## config.mk

```make
export PLATFORM = sky130hd
export DESIGN_NAME = spi_tx_seq
export DESIGN_NICKNAME = d
export VERILOG_FILES = /design/src/rtl/spi_tx_pkg.sv /design/src/rtl/spi_tx_fifo.sv /design/src/rtl/spi_tx_timing.sv /design/src/rtl/spi_tx_core.sv /design/src/rtl/spi_tx_seq.sv
export SDC_FILE = /design/constraint.sdc
export NUM_CORES = 1
export LEC_CHECK = 0
export BUFFER_PORTS_ARGS = -buffer_cell sky130_fd_sc_hd__buf_2
export CORE_ASPECT_RATIO = 1.2
export CORE_UTILIZATION = 35
export DETAILED_ROUTE_END_ITERATION = 16
export MAX_ROUTING_LAYER = met4
export PLACE_DENSITY = 0.48
export SYNTH_ARGS = -nofsm -noshare
export SYNTH_HDL_FRONTEND = slang
export SYNTH_SLANG_ARGS = --single-unit
```

## constraint.sdc

```tcl
create_clock -name clk -period 5.4 [get_ports clk]
set_input_delay 1.08 -clock clk [delete_from_list [all_inputs] [get_ports clk]]
set_output_delay 1.08 -clock clk [all_outputs]
set_load 0.1 [all_outputs]
```

## src/rtl/spi_tx_pkg.sv

```systemverilog
// Package: shared types for the SPI transmit sequencer.
// Assumes nothing beyond IEEE 1800-2017 enums.
package spi_tx_pkg;
    typedef enum logic [1:0] {
        ST_IDLE  = 2'd0,
        ST_LEAD  = 2'd1,
        ST_SHIFT = 2'd2,
        ST_GAP   = 2'd3
    } tx_state_e;
endpackage

```

## src/rtl/spi_tx_fifo.sv

```systemverilog
// Module: synchronous transmit FIFO with a fill count and a sticky overflow flag.
// Assumes that push and pop are single-cycle strobes and that pop is only raised when not empty.
// A push into a full FIFO is dropped even if a pop happens in the same cycle.
module spi_tx_fifo #(
    parameter int DATA_W = 32,
    parameter int DEPTH  = 4,
    localparam int PTR_W = (DEPTH > 1) ? $clog2(DEPTH) : 1,
    localparam int LVL_W = $clog2(DEPTH + 1)
) (
    input  logic              clk,
    input  logic              rst_n,
    input  logic              push,
    input  logic [DATA_W-1:0] push_data,
    input  logic              pop,
    output logic [DATA_W-1:0] pop_data,
    output logic [LVL_W-1:0]  level,
    output logic              full,
    output logic              empty,
    output logic              overflow
);
    logic [DATA_W-1:0] mem [DEPTH];
    logic [PTR_W-1:0]  wr_ptr;
    logic [PTR_W-1:0]  rd_ptr;
    logic              push_ok;

    assign full     = (level == LVL_W'(DEPTH));
    assign empty    = (level == '0);
    assign push_ok  = push && !full;
    assign pop_data = mem[rd_ptr];

    // Store an accepted word at the write position.
    always_ff @(posedge clk) begin
        if (push_ok) mem[wr_ptr] <= push_data;
    end

    // Advance pointers, track the fill count, latch overflow.
    always_ff @(posedge clk) begin
        if (!rst_n) begin
            wr_ptr   <= '0;
            rd_ptr   <= '0;
            level    <= '0;
            overflow <= 1'b0;
        end else begin
            if (push_ok)
                wr_ptr <= (wr_ptr == PTR_W'(DEPTH - 1)) ? '0 : wr_ptr + 1'b1;
            if (pop)
                rd_ptr <= (rd_ptr == PTR_W'(DEPTH - 1)) ? '0 : rd_ptr + 1'b1;
            if (push_ok && !pop)
                level <= level + 1'b1;
            else if (!push_ok && pop)
                level <= level - 1'b1;
            if (push && full)
                overflow <= 1'b1;
        end
    end

    p_level_bound_r3: assert property (@(posedge clk) disable iff (!rst_n)
        level <= LVL_W'(DEPTH));
    p_ovf_sticky_r4: assert property (@(posedge clk) disable iff (!rst_n)
        overflow |=> overflow);
    p_full_drop_r4: assert property (@(posedge clk) disable iff (!rst_n)
        (push && full && !pop) |=> (level == LVL_W'(DEPTH)) && overflow);
endmodule

```

## src/rtl/spi_tx_timing.sv

```systemverilog
// Module: converts the timing fields into system-clock counts.
// A field value of 0 counts as 1. Assumes the fields are held steady while a frame runs.
module spi_tx_timing #(
    parameter int DIV_W = 8,
    parameter int CNT_W = 4,
    localparam int TW   = CNT_W + DIV_W + 1
) (
    input  logic [DIV_W-1:0] half_div,
    input  logic [CNT_W-1:0] lead_len,
    input  logic [CNT_W-1:0] idle_len,
    output logic [TW-1:0]    half_cyc,
    output logic [TW-1:0]    lead_cyc,
    output logic [TW-1:0]    gap_cyc
);
    logic [TW-1:0] half_e;
    logic [TW-1:0] lead_e;
    logic [TW-1:0] idle_e;

    // Clamp each field to a minimum of one.
    always_comb begin
        half_e = (half_div == '0) ? TW'(1) : TW'(half_div);
        lead_e = (lead_len == '0) ? TW'(1) : TW'(lead_len);
        idle_e = (idle_len == '0) ? TW'(1) : TW'(idle_len);
    end

    // Scale serial-clock periods into system clocks.
    always_comb begin
        half_cyc = half_e;
        lead_cyc = TW'((lead_e * half_e) << 1);
        gap_cyc  = TW'((idle_e * half_e) << 1);
    end
endmodule

```

## src/rtl/spi_tx_core.sv

```systemverilog
// Module: frame sequencer and shift register.
// Sequence: load, lead delay, shift (mode 0, MSB first), idle gap.
// Assumes fifo_data is valid whenever fifo_empty is low.
module spi_tx_core
    import spi_tx_pkg::*;
#(
    parameter int DATA_W = 32,
    parameter int TW     = 13
) (
    input  logic              clk,
    input  logic              rst_n,
    input  logic              enable,
    input  logic              fifo_empty,
    input  logic [DATA_W-1:0] fifo_data,
    input  logic [TW-1:0]     half_cyc,
    input  logic [TW-1:0]     lead_cyc,
    input  logic [TW-1:0]     gap_cyc,
    output logic              pop,
    output logic              sclk,
    output logic              mosi,
    output logic              cs_n,
    output logic              busy
);
    localparam int EDGES  = 2 * DATA_W;
    localparam int EDGE_W = $clog2(EDGES);

    tx_state_e         state;
    logic [TW-1:0]     tcnt;
    logic [EDGE_W-1:0] edge_cnt;
    logic [DATA_W-1:0] shreg;
    logic              tick;

    assign pop  = (state == ST_IDLE) && enable && !fifo_empty;
    assign busy = (state != ST_IDLE);
    assign mosi = shreg[DATA_W-1];
    assign tick = (tcnt <= TW'(1));

    // Frame state machine with one shared down-counter.
    always_ff @(posedge clk) begin
        if (!rst_n) begin
            state    <= ST_IDLE;
            tcnt     <= '0;
            edge_cnt <= '0;
            sclk     <= 1'b0;
            cs_n     <= 1'b1;
            shreg    <= '0;
        end else begin
            case (state)
                ST_IDLE: begin
                    if (pop) begin
                        shreg <= fifo_data;
                        cs_n  <= 1'b0;
                        tcnt  <= lead_cyc;
                        state <= ST_LEAD;
                    end
                end
                ST_LEAD: begin
                    if (tick) begin
                        sclk     <= 1'b1;
                        edge_cnt <= EDGE_W'(1);
                        tcnt     <= half_cyc;
                        state    <= ST_SHIFT;
                    end else begin
                        tcnt <= tcnt - 1'b1;
                    end
                end
                ST_SHIFT: begin
                    if (tick) begin
                        if (edge_cnt == EDGE_W'(EDGES - 1)) begin
                            sclk  <= 1'b0;
                            cs_n  <= 1'b1;
                            tcnt  <= gap_cyc;
                            state <= ST_GAP;
                        end else begin
                            sclk     <= ~sclk;
                            edge_cnt <= edge_cnt + 1'b1;
                            tcnt     <= half_cyc;
                            if (sclk) shreg <= {shreg[DATA_W-2:0], 1'b0};
                        end
                    end else begin
                        tcnt <= tcnt - 1'b1;
                    end
                end
                ST_GAP: begin
                    if (tick) state <= ST_IDLE;
                    else      tcnt  <= tcnt - 1'b1;
                end
                default: state <= ST_IDLE;
            endcase
        end
    end

    p_sclk_low_cs_r7: assert property (@(posedge clk) disable iff (!rst_n)
        cs_n |-> !sclk);
    p_mosi_hold_r7: assert property (@(posedge clk) disable iff (!rst_n)
        $rose(sclk) |-> $stable(mosi));
    p_busy_cs_r10: assert property (@(posedge clk) disable iff (!rst_n)
        !cs_n |-> busy);
    p_gap_quiet_r8: assert property (@(posedge clk) disable iff (!rst_n)
        $rose(cs_n) |=> cs_n);
endmodule

```

## src/rtl/spi_tx_seq.sv

```systemverilog
// Module: top of the SPI master transmit sequencer.
// Ties the FIFO, the timing scaler and the frame core together, and makes the transmit interrupt pulse.
// Assumes the timing inputs are steady while a frame is in flight.
module spi_tx_seq #(
    parameter int DATA_W    = 32,
    parameter int DEPTH     = 4,
    parameter int DIV_W     = 8,
    parameter int CNT_W     = 4,
    parameter int IRQ_LEVEL = 0,
    localparam int LVL_W    = $clog2(DEPTH + 1)
) (
    input  logic              clk,
    input  logic              rst_n,
    input  logic              enable,
    input  logic              wr_en,
    input  logic [DATA_W-1:0] wr_data,
    input  logic [DIV_W-1:0]  half_div,
    input  logic [CNT_W-1:0]  lead_len,
    input  logic [CNT_W-1:0]  idle_len,
    output logic              sclk,
    output logic              mosi,
    output logic              cs_n,
    output logic              busy,
    output logic [LVL_W-1:0]  fifo_level,
    output logic              tx_irq,
    output logic              overflow
);
    localparam int TW = CNT_W + DIV_W + 1;

    logic              pop;
    logic              full;
    logic              empty;
    logic [DATA_W-1:0] head;
    logic [TW-1:0]     half_cyc;
    logic [TW-1:0]     lead_cyc;
    logic [TW-1:0]     gap_cyc;

    spi_tx_fifo #(.DATA_W(DATA_W), .DEPTH(DEPTH)) u_fifo (
        .clk(clk), .rst_n(rst_n), .push(wr_en), .push_data(wr_data),
        .pop(pop), .pop_data(head), .level(fifo_level), .full(full),
        .empty(empty), .overflow(overflow)
    );

    spi_tx_timing #(.DIV_W(DIV_W), .CNT_W(CNT_W)) u_timing (
        .half_div(half_div), .lead_len(lead_len), .idle_len(idle_len),
        .half_cyc(half_cyc), .lead_cyc(lead_cyc), .gap_cyc(gap_cyc)
    );

    spi_tx_core #(.DATA_W(DATA_W), .TW(TW)) u_core (
        .clk(clk), .rst_n(rst_n), .enable(enable), .fifo_empty(empty),
        .fifo_data(head), .half_cyc(half_cyc), .lead_cyc(lead_cyc),
        .gap_cyc(gap_cyc), .pop(pop), .sclk(sclk), .mosi(mosi),
        .cs_n(cs_n), .busy(busy)
    );

    // Pulse the interrupt when a load drops the level to the threshold.
    always_ff @(posedge clk) begin
        if (!rst_n) tx_irq <= 1'b0;
        else tx_irq <= pop && !(wr_en && !full)
                       && (fifo_level == LVL_W'(IRQ_LEVEL + 1));
    end

    p_irq_level_r9: assert property (@(posedge clk) disable iff (!rst_n)
        tx_irq |-> (fifo_level == LVL_W'(IRQ_LEVEL)));
    p_irq_pulse_r9: assert property (@(posedge clk) disable iff (!rst_n)
        tx_irq |=> !tx_irq);
    p_load_level_r5: assert property (@(posedge clk) disable iff (!rst_n)
        ($fell(cs_n) && !$past(wr_en)) |-> (fifo_level == $past(fifo_level) - 1'b1));
endmodule

```

==> results.cfg, run 1 <==
[status]
status = finished clean

[worst_setup_path]
cpMaxStageDelayCell = fa_1
end_kind = flip-flop
worstSetupPathType = input pin to flip-flop
path_buf_inv = 2
cp-start-kind = input pin
rr_startpoint = u_core.edge_cnt[0]
cp_max_fo = 10
critical_path.max_stage_delay_ps = 550
r2r_cells = 9
arrival_ps = 4920
crit_chain = buf_2 -> nor4_1 -> a21oi_1 -> nand2b_1 -> fa_1 -> inv_1 -> fa_1 -> ha_1 -> a21oi_1 -> nor2_1 -> o31ai_1 -> a21oi_1 -> a221o_1 -> a2111oi_0 -> nor2_1
worst-r2r-setup-slack_ps = 2630
crit_top_cell = a21oi_1
startpoint = half_div[2]
critical_path.top_delay_family = compound AO/OA/AOI/OAI gates
required_ps = 5710
reg2reg_to = u_core.shreg[2]

[sta]
setup_violations = 0
tns_ps = 0
final_hold_viol_count = 0
rsz0062_at_grt = false
maxSlewViolCount = 0
worst_slew_pin_slew_ps = 944
period_share_pct = 85.2
layout_min_cycle_time_ps = 4600
layout_setup_ws_ps = 799
max-slew-margin-rel_pct = 37.1
max_freq_ghz = 0.217
clock_skew_ps = 4.88

[pwr]
power_mw = 5.31
power_leakage_nw = 4.58
ir_drop_mv = 0.252
pwr-share-clk_pct = 22.8
intPower_mw = 3.32
p_sw_share_pct = 37.5
share_seq_of_total_power_pct = 37.0
pwr-share-comb_pct = 40.2
p_switching_mw = 1.99
power_density_nw_per_um2 = 465

[run]
max_cap_violations = 0

[final_layout]
multiInputGateArea_um2 = 4670
nets = 989
mostFrequentLayoutCell = edfxtp_1
final_area_um2 = 11400
utilization_pct = 39.7
fillCellCount = 2861
syn2layout_area_growth_pct = 11.7
layout_common_cells = edfxtp_1 (128), nand2_1 (90), dfxtp_1 (65), buf_2 (60), ha_1 (50)
drive_above_1_share_pct = 17.4
register_area_um2 = 5170

[clocking]
clk_latency_ps = 430
cts_buffer_depth = 2
clock_sinks = 194
cts_resized = 0
cts_made_buffers = 17
cts_tree = built
clockRootBuffer = clkbuf_16
cts.clk_slew.worst_paths_ps = 70
htreeDepth = 4
cts_hold_buf = 0
postCtsSetupBuffers = 0

[placement]
dpl-instance-area_um2 = 10900
portBuffers = 60
hpwl_um = 14200
place_ws_ps = 370
gp_congestion = 0.819

[die]
start_util_pct = 35.6
core_area_um2 = 28800
die_x_um = 158
die_area_um2 = 29900
num_rows = 68
ioPinCount = 61
die_h_um = 189

[routing]
drt-met1-wl_um = 9280
wire_per_inst_um = 16.8
met3WireLength_um = 630
routed.top_layer = met4
drc_errors = 0
met2_length_um = 11000
first_pass_iters = 6
drt_wl_total_um = 21200
drt_iter0_drc = 287
antenna_left = 0
avgViaCountPerCell = 4.96
via_count = 6254

[worst_hold_path]
hp-start = u_core.shreg[0]
hold_depth = 2
hold_class = flip-flop to flip-flop
min_to = u_core.shreg[0]

[synth]
ys_seq_area_share_pct = 50.5
synth_ff_type = edfxtp_1
async_flop_share_pct = 0
yosysWarnings = 0
synth_edf_count = 128
syn_area_um2 = 10200
synth_nets = 950
synth_cell_type_count = 68
ys_seq_elements = 194
syn_inst = 823
postSynthAreaPerCell_um2 = 12.4

[grt]
track_usage_pct = 15.8
grt_max_degree = 49
grt_pass1_wl_um = 34700
grt_pass1_vias = 6501
antenna_found_initial = 2
gr-total-overflow = 0
## sequential cells by signal, summed over array words and instances (netlist names), named ones only
signal / cells
u_fifo.mem: 128
u_core.shreg: 32
u_core.tcnt: 13
u_core.edge_cnt: 6
u_fifo.level: 3
u_core.state: 2
u_fifo.rd_ptr: 2
u_fifo.wr_ptr: 2
tx_irq: 1
u_core.cs_n: 1
u_core.sclk: 1
u_fifo.overflow: 1
## logic make-up (layout without fill, tap and decap cells)
logic type                 count (synthesis)  after routing  share of synthesized area [%]
and+or+nand+nor                          226            226                           11.1
DFF                                      194            194                           50.5
AOI/OAI and AO/OA                        140            140                           10.7
buffers and inverters                     94            146                           3.94
adders and majority gates                 75             75                           10.9
muxes                                     65             65                           10.3
xor gates and xnor gates                  29             29                           2.48
other                                      0              2                              0
## worst register-to-register path, delay by kind of cell, from the launching register on
family                   cells  cell delay, ps
buffers and inverters        1             480
flip-flops                   1             340
AND/OR/NAND/NOR              5            1160
AO/OA/AOI/OAI                2             450
adder cells (fa/ha/maj)      1             230
## synth_stat cells, types with 2 or more instances
cell | number | share of area (%)
a21o_1 | 5 | 0.37
edfxtp_1 | 128 | 38
o21ai_0 | 21 | 1.0
dfxtp_1 | 66 | 13
xor2_1 | 17 | 1.5
nand3b_1 | 2 | 0.15
mux2i_1 | 33 | 3.2
a22oi_1 | 5 | 0.37
nand2b_1 | 6 | 0.37
buf_6 | 3 | 0.33
a31oi_1 | 3 | 0.18
clkbuf_1 | 30 | 1.1
o21a_1 | 4 | 0.29
a21oi_1 | 23 | 1.1
a211oi_1 | 3 | 0.22
o2111a_1 | 4 | 0.44
nor2_2 | 2 | 0.12
a32o_1 | 3 | 0.29
nand2_1 | 90 | 3.3
nor2b_1 | 21 | 1.3
or3_1 | 4 | 0.24
and4_1 | 2 | 0.17
a21boi_0 | 3 | 0.22
ha_1 | 51 | 6.2
a22o_1 | 2 | 0.17
o31ai_1 | 3 | 0.22
buf_4 | 4 | 0.29
nand3_1 | 7 | 0.34
nand4_1 | 3 | 0.18
nor3_1 | 10 | 0.49
o211a_1 | 31 | 3.0
fa_1 | 24 | 4.7
and3_1 | 10 | 0.61
or2_2 | 4 | 0.24
nor2_1 | 26 | 0.95
inv_1 | 46 | 1.7
mux4_2 | 32 | 7.0
and2_1 | 31 | 1.9
o221ai_1 | 9 | 0.77
o21ai_1 | 2 | 0.098
buf_2 | 10 | 0.49
xnor2_1 | 12 | 1.0
a221oi_1 | 3 | 0.26
## cell type report
class,instances,share of cell area (%)
inverter,46,1.51
clock inverter,14,1.11
multi-input combinational,535,40.9
timing repair buffer,68,3.15
clock buffer,18,3.84
sequential,194,45.2
antenna,2,0.0438
tap,385,4.22
## how the worst max path moves through the flow
stage | to | slack (ps) | depth (start not counted)
global placement | u_core.tcnt[12] | 420 | 15
floorplan | u_core.tcnt[12] | 590 | 15
detailed placement | u_core.tcnt[12] | 370 | 15
finish | u_core.tcnt[12] | 800 | 15
global route | u_core.tcnt[12] | 450 | 15
CTS | u_core.tcnt[12] | 830 | 15
## per-stage QoR
step | hold slack, ps | std cells
CTS | 482 | 1260
finish | 473 | 1262
detailed placement | 470 | 1228
floorplan | 448 | 823
global route | 516 | 1262
global placement | 465 | 1228
## power by group through the flow
stage / Sequential (mW) / Clock [mW] / Combinational [mW]
floorplan: 2.08 / 0 / 1.64
global placement: 2.00 / 0 / 2.18
detailed placement: 2.00 / 0 / 2.17
CTS: 1.97 / 1.25 / 2.18
global route: 1.99 / 1.31 / 2.38
finish: 1.96 / 1.21 / 2.13
## per-layer routing
layer	global-route usage, %	up-vias
li1	-	3092
met4	4.88	0
met3	3.23	19
met1	18.3	3065
met5	-	-
met2	27.2	78
Note: power is estimated with default switching activity, not from simulation.
==> inputs of run 2 (changes only) <==
--- a/config.mk
+++ b/config.mk
@@ -5,12 +5,13 @@
 export SDC_FILE = /design/constraint.sdc
 export NUM_CORES = 1
 export LEC_CHECK = 0
+export ABC_AREA = 1
 export BUFFER_PORTS_ARGS = -buffer_cell sky130_fd_sc_hd__buf_2
 export CORE_ASPECT_RATIO = 1.2
-export CORE_UTILIZATION = 35
+export CORE_UTILIZATION = 29
 export DETAILED_ROUTE_END_ITERATION = 16
 export MAX_ROUTING_LAYER = met4
-export PLACE_DENSITY = 0.48
+export PLACE_DENSITY = 0.41
 export SYNTH_ARGS = -nofsm -noshare
 export SYNTH_HDL_FRONTEND = slang
 export SYNTH_SLANG_ARGS = --single-unit
==> results.cfg, run 2 <==
[clocking]
cts.clk_slew.worst_paths_ps = 70
clk_latency_ps = 440
cts_made_buffers = 17
postCtsSetupBuffers = 0
clockRootBuffer = clkbuf_16
cts_tree = built
cts_buffer_depth = 2
cts_resized = 0
clock_sinks = 194
htreeDepth = 4
cts_hold_buf = 0

[worst_setup_path]
cp-start-kind = input pin
arrival_ps = 4390
worstSetupPathType = input pin to flip-flop
cpMaxStageDelayCell = fa_1
end_kind = flip-flop
cp_max_fo = 8
critical_path.max_stage_delay_ps = 560
critical_path.top_delay_family = adder cells
crit_top_cell = nand2_1
crit_chain = buf_2 -> inv_1 -> nand3_1 -> o21bai_1 -> nand2_1 -> fa_1 -> inv_1 -> fa_1 -> fa_1 -> nand2_1 -> nand2_1 -> nand2_1 -> nand3b_1 -> nand3_1 -> nand2_1 -> nand2_1 -> nand3_1 -> nand2_1 -> inv_1
path_buf_inv = 4
required_ps = 5740

[sta]
max_freq_ghz = 0.247
maxSlewViolCount = 0
period_share_pct = 74.9
final_hold_viol_count = 0
tns_ps = 0
rsz0062_at_grt = false
clock_skew_ps = 8.18
worst_slew_pin_slew_ps = 935
layout_min_cycle_time_ps = 4050
max-slew-margin-rel_pct = 37.3
setup_violations = 0

[final_layout]
drive_above_1_share_pct = 13.4
layout_common_cells = nand2_1 (185), nor2_1 (133), edfxtp_1 (128), inv_1 (123), o21ai_0 (92)
nets = 1308
largest_register_ffs = 128
mostFrequentLayoutCell = nand2_1
fillCellCount = 3760
syn2layout_area_growth_pct = 12.7
top_register = u_fifo.mem
stdcell_count = 1666
largest_registers = u_fifo.mem x128, u_core.shreg x32, u_core.tcnt x13

[pwr]
power_mw = 5.53
power_density_nw_per_um2 = 464
ir_drop_mv = 0.299
power_leakage_nw = 4.96

[synth]
synth_edf_count = 128
synth_area_leaders = edfxtp_1 (36%), dfxtp_1 (12%), nand2_1 (6.6%)
synth.cells.most_frequent = nand2_1 (185), nor2_1 (137), edfxtp_1 (128)
syn_inst = 1145
synth.most_common_cell = nand2_1
yosysWarnings = 0
synth_cell_type_count = 45
synth_nets = 1272
ys_seq_elements = 194
async_flop_share_pct = 0
ys_seq_area_share_pct = 48.8
yosys.area.top_type = edfxtp_1
postSynthAreaPerCell_um2 = 9.24
synth_ff_type = edfxtp_1
syn_area_um2 = 10600
synth.top_cell.area_share_pct = 36.3

[routing]
drt_wl_total_um = 26800
first_pass_iters = 5
drc_errors = 0
drt_iter0_drc = 339
avgViaCountPerCell = 4.64
via_count = 7731
wire_per_inst_um = 16.1
antenna_left = 0

[placement]
hpwl_um = 18200
dpl.cell_count = 1630
portBuffers = 60
gp_congestion = 0.850

[grt]
grt_max_degree = 66
track_usage_pct = 15.5
grt_pass1_vias = 7715
grt_pass1_wl_um = 42600
gr-total-overflow = 0
antenna_found_initial = 4

[run]
max_cap_violations = 0

[die]
core_area_um2 = 35900
num_rows = 76
start_util_pct = 29.4
die_x_um = 176
ioPinCount = 61
die_h_um = 211
die_area_um2 = 37300

[worst_hold_path]
hold_class = flip-flop to flip-flop

[status]
status = finished clean
run 2: cell count changes after synthesis, sizes merged, moves of 32 or more:
| cell | change |
|---|---|
| inv | +82 |
| nor2 | +113 |
| nand2 | +101 |
| mux4 | -32 |
| a21oi | +48 |
| nand3 | +40 |
| o21ai | +100 |
run 2: logic make-up after synthesis:
kind of cell	share of synthesized area, %
xor gates and xnor gates	1.41
muxes	2.84
DFF	48.8
and+or+nand+nor	15.9
AOI/OAI and AO/OA	13.4
adders and majority gates	10.6
buffers and inverters	7.05
run 2: through the flow:
step                utilization, %  setup WS (ps)  hold slack, ps  instance area [um^2]
floorplan                        -           1340             437                 10600
global placement              31.5            962             440                 11300
detailed placement            31.5            884             454                 11300
CTS                           33.1           1350             465                 11900
global route                  33.2           1020             480                 11900
finish                        33.2           1350             458                 11900
run 2: layout make-up:
type | count | area [um^2] | share of cell area [%]
sequential | 194 | 5170 | 43.3
timing repair buffer | 70 | 375 | 3.15
multi-input combinational | 767 | 4700 | 39.5
antenna | 4 | 10.0 | 0.0840
inverter | 131 | 499 | 4.19
clock inverter | 6 | 38.8 | 0.325
tap | 468 | 586 | 4.91
clock buffer | 26 | 543 | 4.55
run 2: worst reg2reg max path, cell delays in order (launching register included):
cell	delay, ps
dfxtp_1	340
inv_1	130
ha_2	690
buf_4	460
o21ai_0	300
nand2_1	290
nand2_1	120
o21ai_0	100
nand2_1	120
nand2_1	80
nand2_1	50
a21oi_1	130
run 2: routing by layer:
layer	up-vias	GRT usage [%]	share of wire [%]
met1	3659	17.5	43
met5	-	-	0
li1	3934	-	-
met3	29	2.86	3.2
met2	109	27.4	52
met4	0	5.17	1.9
run 2: worst paths after layout:
kind                    from              end  slack (ps)  cells past startpoint
min reg2reg  u_fifo.overflow  u_fifo.overflow         460                      2
max              half_div[1]  u_core.tcnt[11]        1350                     19
min          u_fifo.overflow  u_fifo.overflow         460                      2
max reg2reg  u_core.state[0]   u_core.tcnt[6]        2540                     11
run 2: power breakdown:
part	switching (mW)	internal (mW)	total, mW
logic	1.63	0.718	2.34
clock network	0.539	0.696	1.23
registers	0.119	1.84	1.95
==> inputs of run 3 (changes only) <==
--- a/config.mk
+++ b/config.mk
@@ -5,7 +5,7 @@
 export SDC_FILE = /design/constraint.sdc
 export NUM_CORES = 1
 export LEC_CHECK = 0
-export ABC_AREA = 1
+export ABC_AREA = 0
 export BUFFER_PORTS_ARGS = -buffer_cell sky130_fd_sc_hd__buf_2
 export CORE_ASPECT_RATIO = 1.2
 export CORE_UTILIZATION = 29
==> constraint.sdc (replaced) <==
create_clock -name clk -period 3.8 [get_ports clk]
set_input_delay 0.76 -clock clk [delete_from_list [all_inputs] [get_ports clk]]
set_output_delay 0.76 -clock clk [all_outputs]
set_load 0.1 [all_outputs]
==> results.cfg, run 3 (synthesis gave the netlist of run 1 again) <==
[worst_setup_path]
arrival_ps = 4150
cp_max_fo = 4
end_kind = flip-flop
cp-start-kind = input pin
required_ps = 4120
worstSetupPathType = input pin to flip-flop

[die]
ioPinCount = 61
start_util_pct = 29.4
num_rows = 75
core_area_um2 = 34800
die_x_um = 173
die_area_um2 = 36000
die_h_um = 208

[grt]
grt_pass1_vias = 6938
track_usage_pct = 13.6
antenna_found_initial = 3
grt_max_degree = 36
gr-total-overflow = 0
grt_pass1_wl_um = 36900

[routing]
drc_errors = 0
first_pass_iters = 6
avgViaCountPerCell = 4.65
antenna_left = 0
drt_wl_total_um = 23000
drt_iter0_drc = 246
wire_per_inst_um = 16.4
via_count = 6528

[clocking]
cts_made_buffers = 17
cts_hold_buf = 0
cts_buffer_depth = 2
cts.clk_slew.worst_paths_ps = 70
clockRootBuffer = clkbuf_16
htreeDepth = 4
clk_latency_ps = 430
cts_tree = built
clock_sinks = 194

[final_layout]
largest_registers = u_fifo.mem x128, u_core.shreg x32, u_core.tcnt x13
mostFrequentLayoutCell = edfxtp_1
utilization_pct = 35.2
top_register = u_fifo.mem
largest_register_ffs = 128
syn2layout_area_growth_pct = 19.9
drive_above_1_share_pct = 25.8
nets = 1053
layout_common_cells = edfxtp_1 (128), nand2_1 (90), buf_4 (72), dfxtp_1 (65), buf_2 (58)

[placement]
hpwl_um = 15900
gp_congestion = 0.767
portBuffers = 60

[sta]
layout_min_cycle_time_ps = 3830
worst_slew_pin_slew_ps = 962
maxSlewViolCount = 0
clock_skew_ps = 11.2
layout_setup_ws_ps = -29.9
max_freq_ghz = 0.261
period_share_pct = 101
rsz0062_at_grt = true
setup_violations = 1
final_hold_viol_count = 0
max-slew-margin-rel_pct = 35.9
hold_ws_ps = 475

[worst_hold_path]
hold_class = flip-flop to flip-flop

[status]
violations = setup timing
status = finished with violations

[run]
max_cap_violations = 0

[pwr]
power_density_nw_per_um2 = 646
ir_drop_mv = 0.387
power_leakage_nw = 4.94
==> run 3: cell types whose count changed in the layout (fill, tap and decap cells not counted), moves of 32 or more <==
cell / previous run / this run
nor2_1: 133 / 25
nand2_1: 185 / 90
o21ai_0: 92 / 18
nand3_1: 46 / 7
inv_1: 123 / 44
mux4_2: 0 / 32
buf_4: 10 / 72
==> run 3: layout make-up <==
cell class                      count  area (um^2)
Inverter                           46          173
Clock inverter                     11          149
Multi-Input combinational cell    535         4880
Antenna cell                        3         7.51
Sequential cell                   194         5170
Tap cell                          462          578
Fill cell                        3467        22600
Timing Repair Buffer              132          857
Clock buffer                       21          450
==> run 3: final timing paths <==
path	slack (ps)	to	depth (start not counted)	from
setup / recovery	-30	u_core.tcnt[12]	15	half_div[1]
hold / removal	480	u_core.shreg[0]	2	u_core.shreg[0]
setup reg to reg	1060	u_core.shreg[17]	9	u_core.edge_cnt[0]
hold reg to reg	480	u_core.shreg[0]	2	u_core.shreg[0]
==> run 3: repair_timing <==
action,CTS,global route
buffers inserted,4,1
endpoints found under the setup margin,2,4
pin swaps,8,15
resized for setup,7,18
==> run 3: through the flow <==
stage	worst slack [ps]	area, um^2	TNS, ps	power [mW]	instances
after floorplan	-324	10300	-745	5.32	823
after global placement	-542	11500	-2640	6.11	1364
after detailed placement	-572	11500	-2810	6.11	1364
after CTS	-14.6	12100	-14.6	8.00	1400
after global routing	-153	12300	-344	8.46	1404
final	-29.9	12300	-29.9	7.92	1404
==> run 3: metal layers <==
| metal | vias to the layer above | track usage, % | wire [um] |
|---|---|---|---|
| met5 | - | - | 0 |
| met1 | 3201 | 15.1 | 9730 |
| met4 | 0 | 4.70 | 421 |
| met2 | 86 | 24.2 | 12100 |
| met3 | 24 | 2.49 | 690 |
| li1 | 3217 | - | - |
==> run 3: power breakdown <==
part           total (mW)  internal (mW)  switching [mW]
registers            2.82           2.60           0.219
logic                3.25           1.34            1.91
clock network        1.85           1.06           0.788
total                7.92           5.00            2.92
==> run 3: worst max-delay path, cell delays in order <==
cell	delay, ps
buf_8	100
nor4_4	310
a21oi_4	100
nand2b_4	150
fa_1	520
inv_2	50
fa_2	580
ha_4	220
a21oi_4	180
nor2_4	70
o31ai_4	220
a21oi_2	90
a221o_1	390
a2111oi_4	340
nor2_1	70
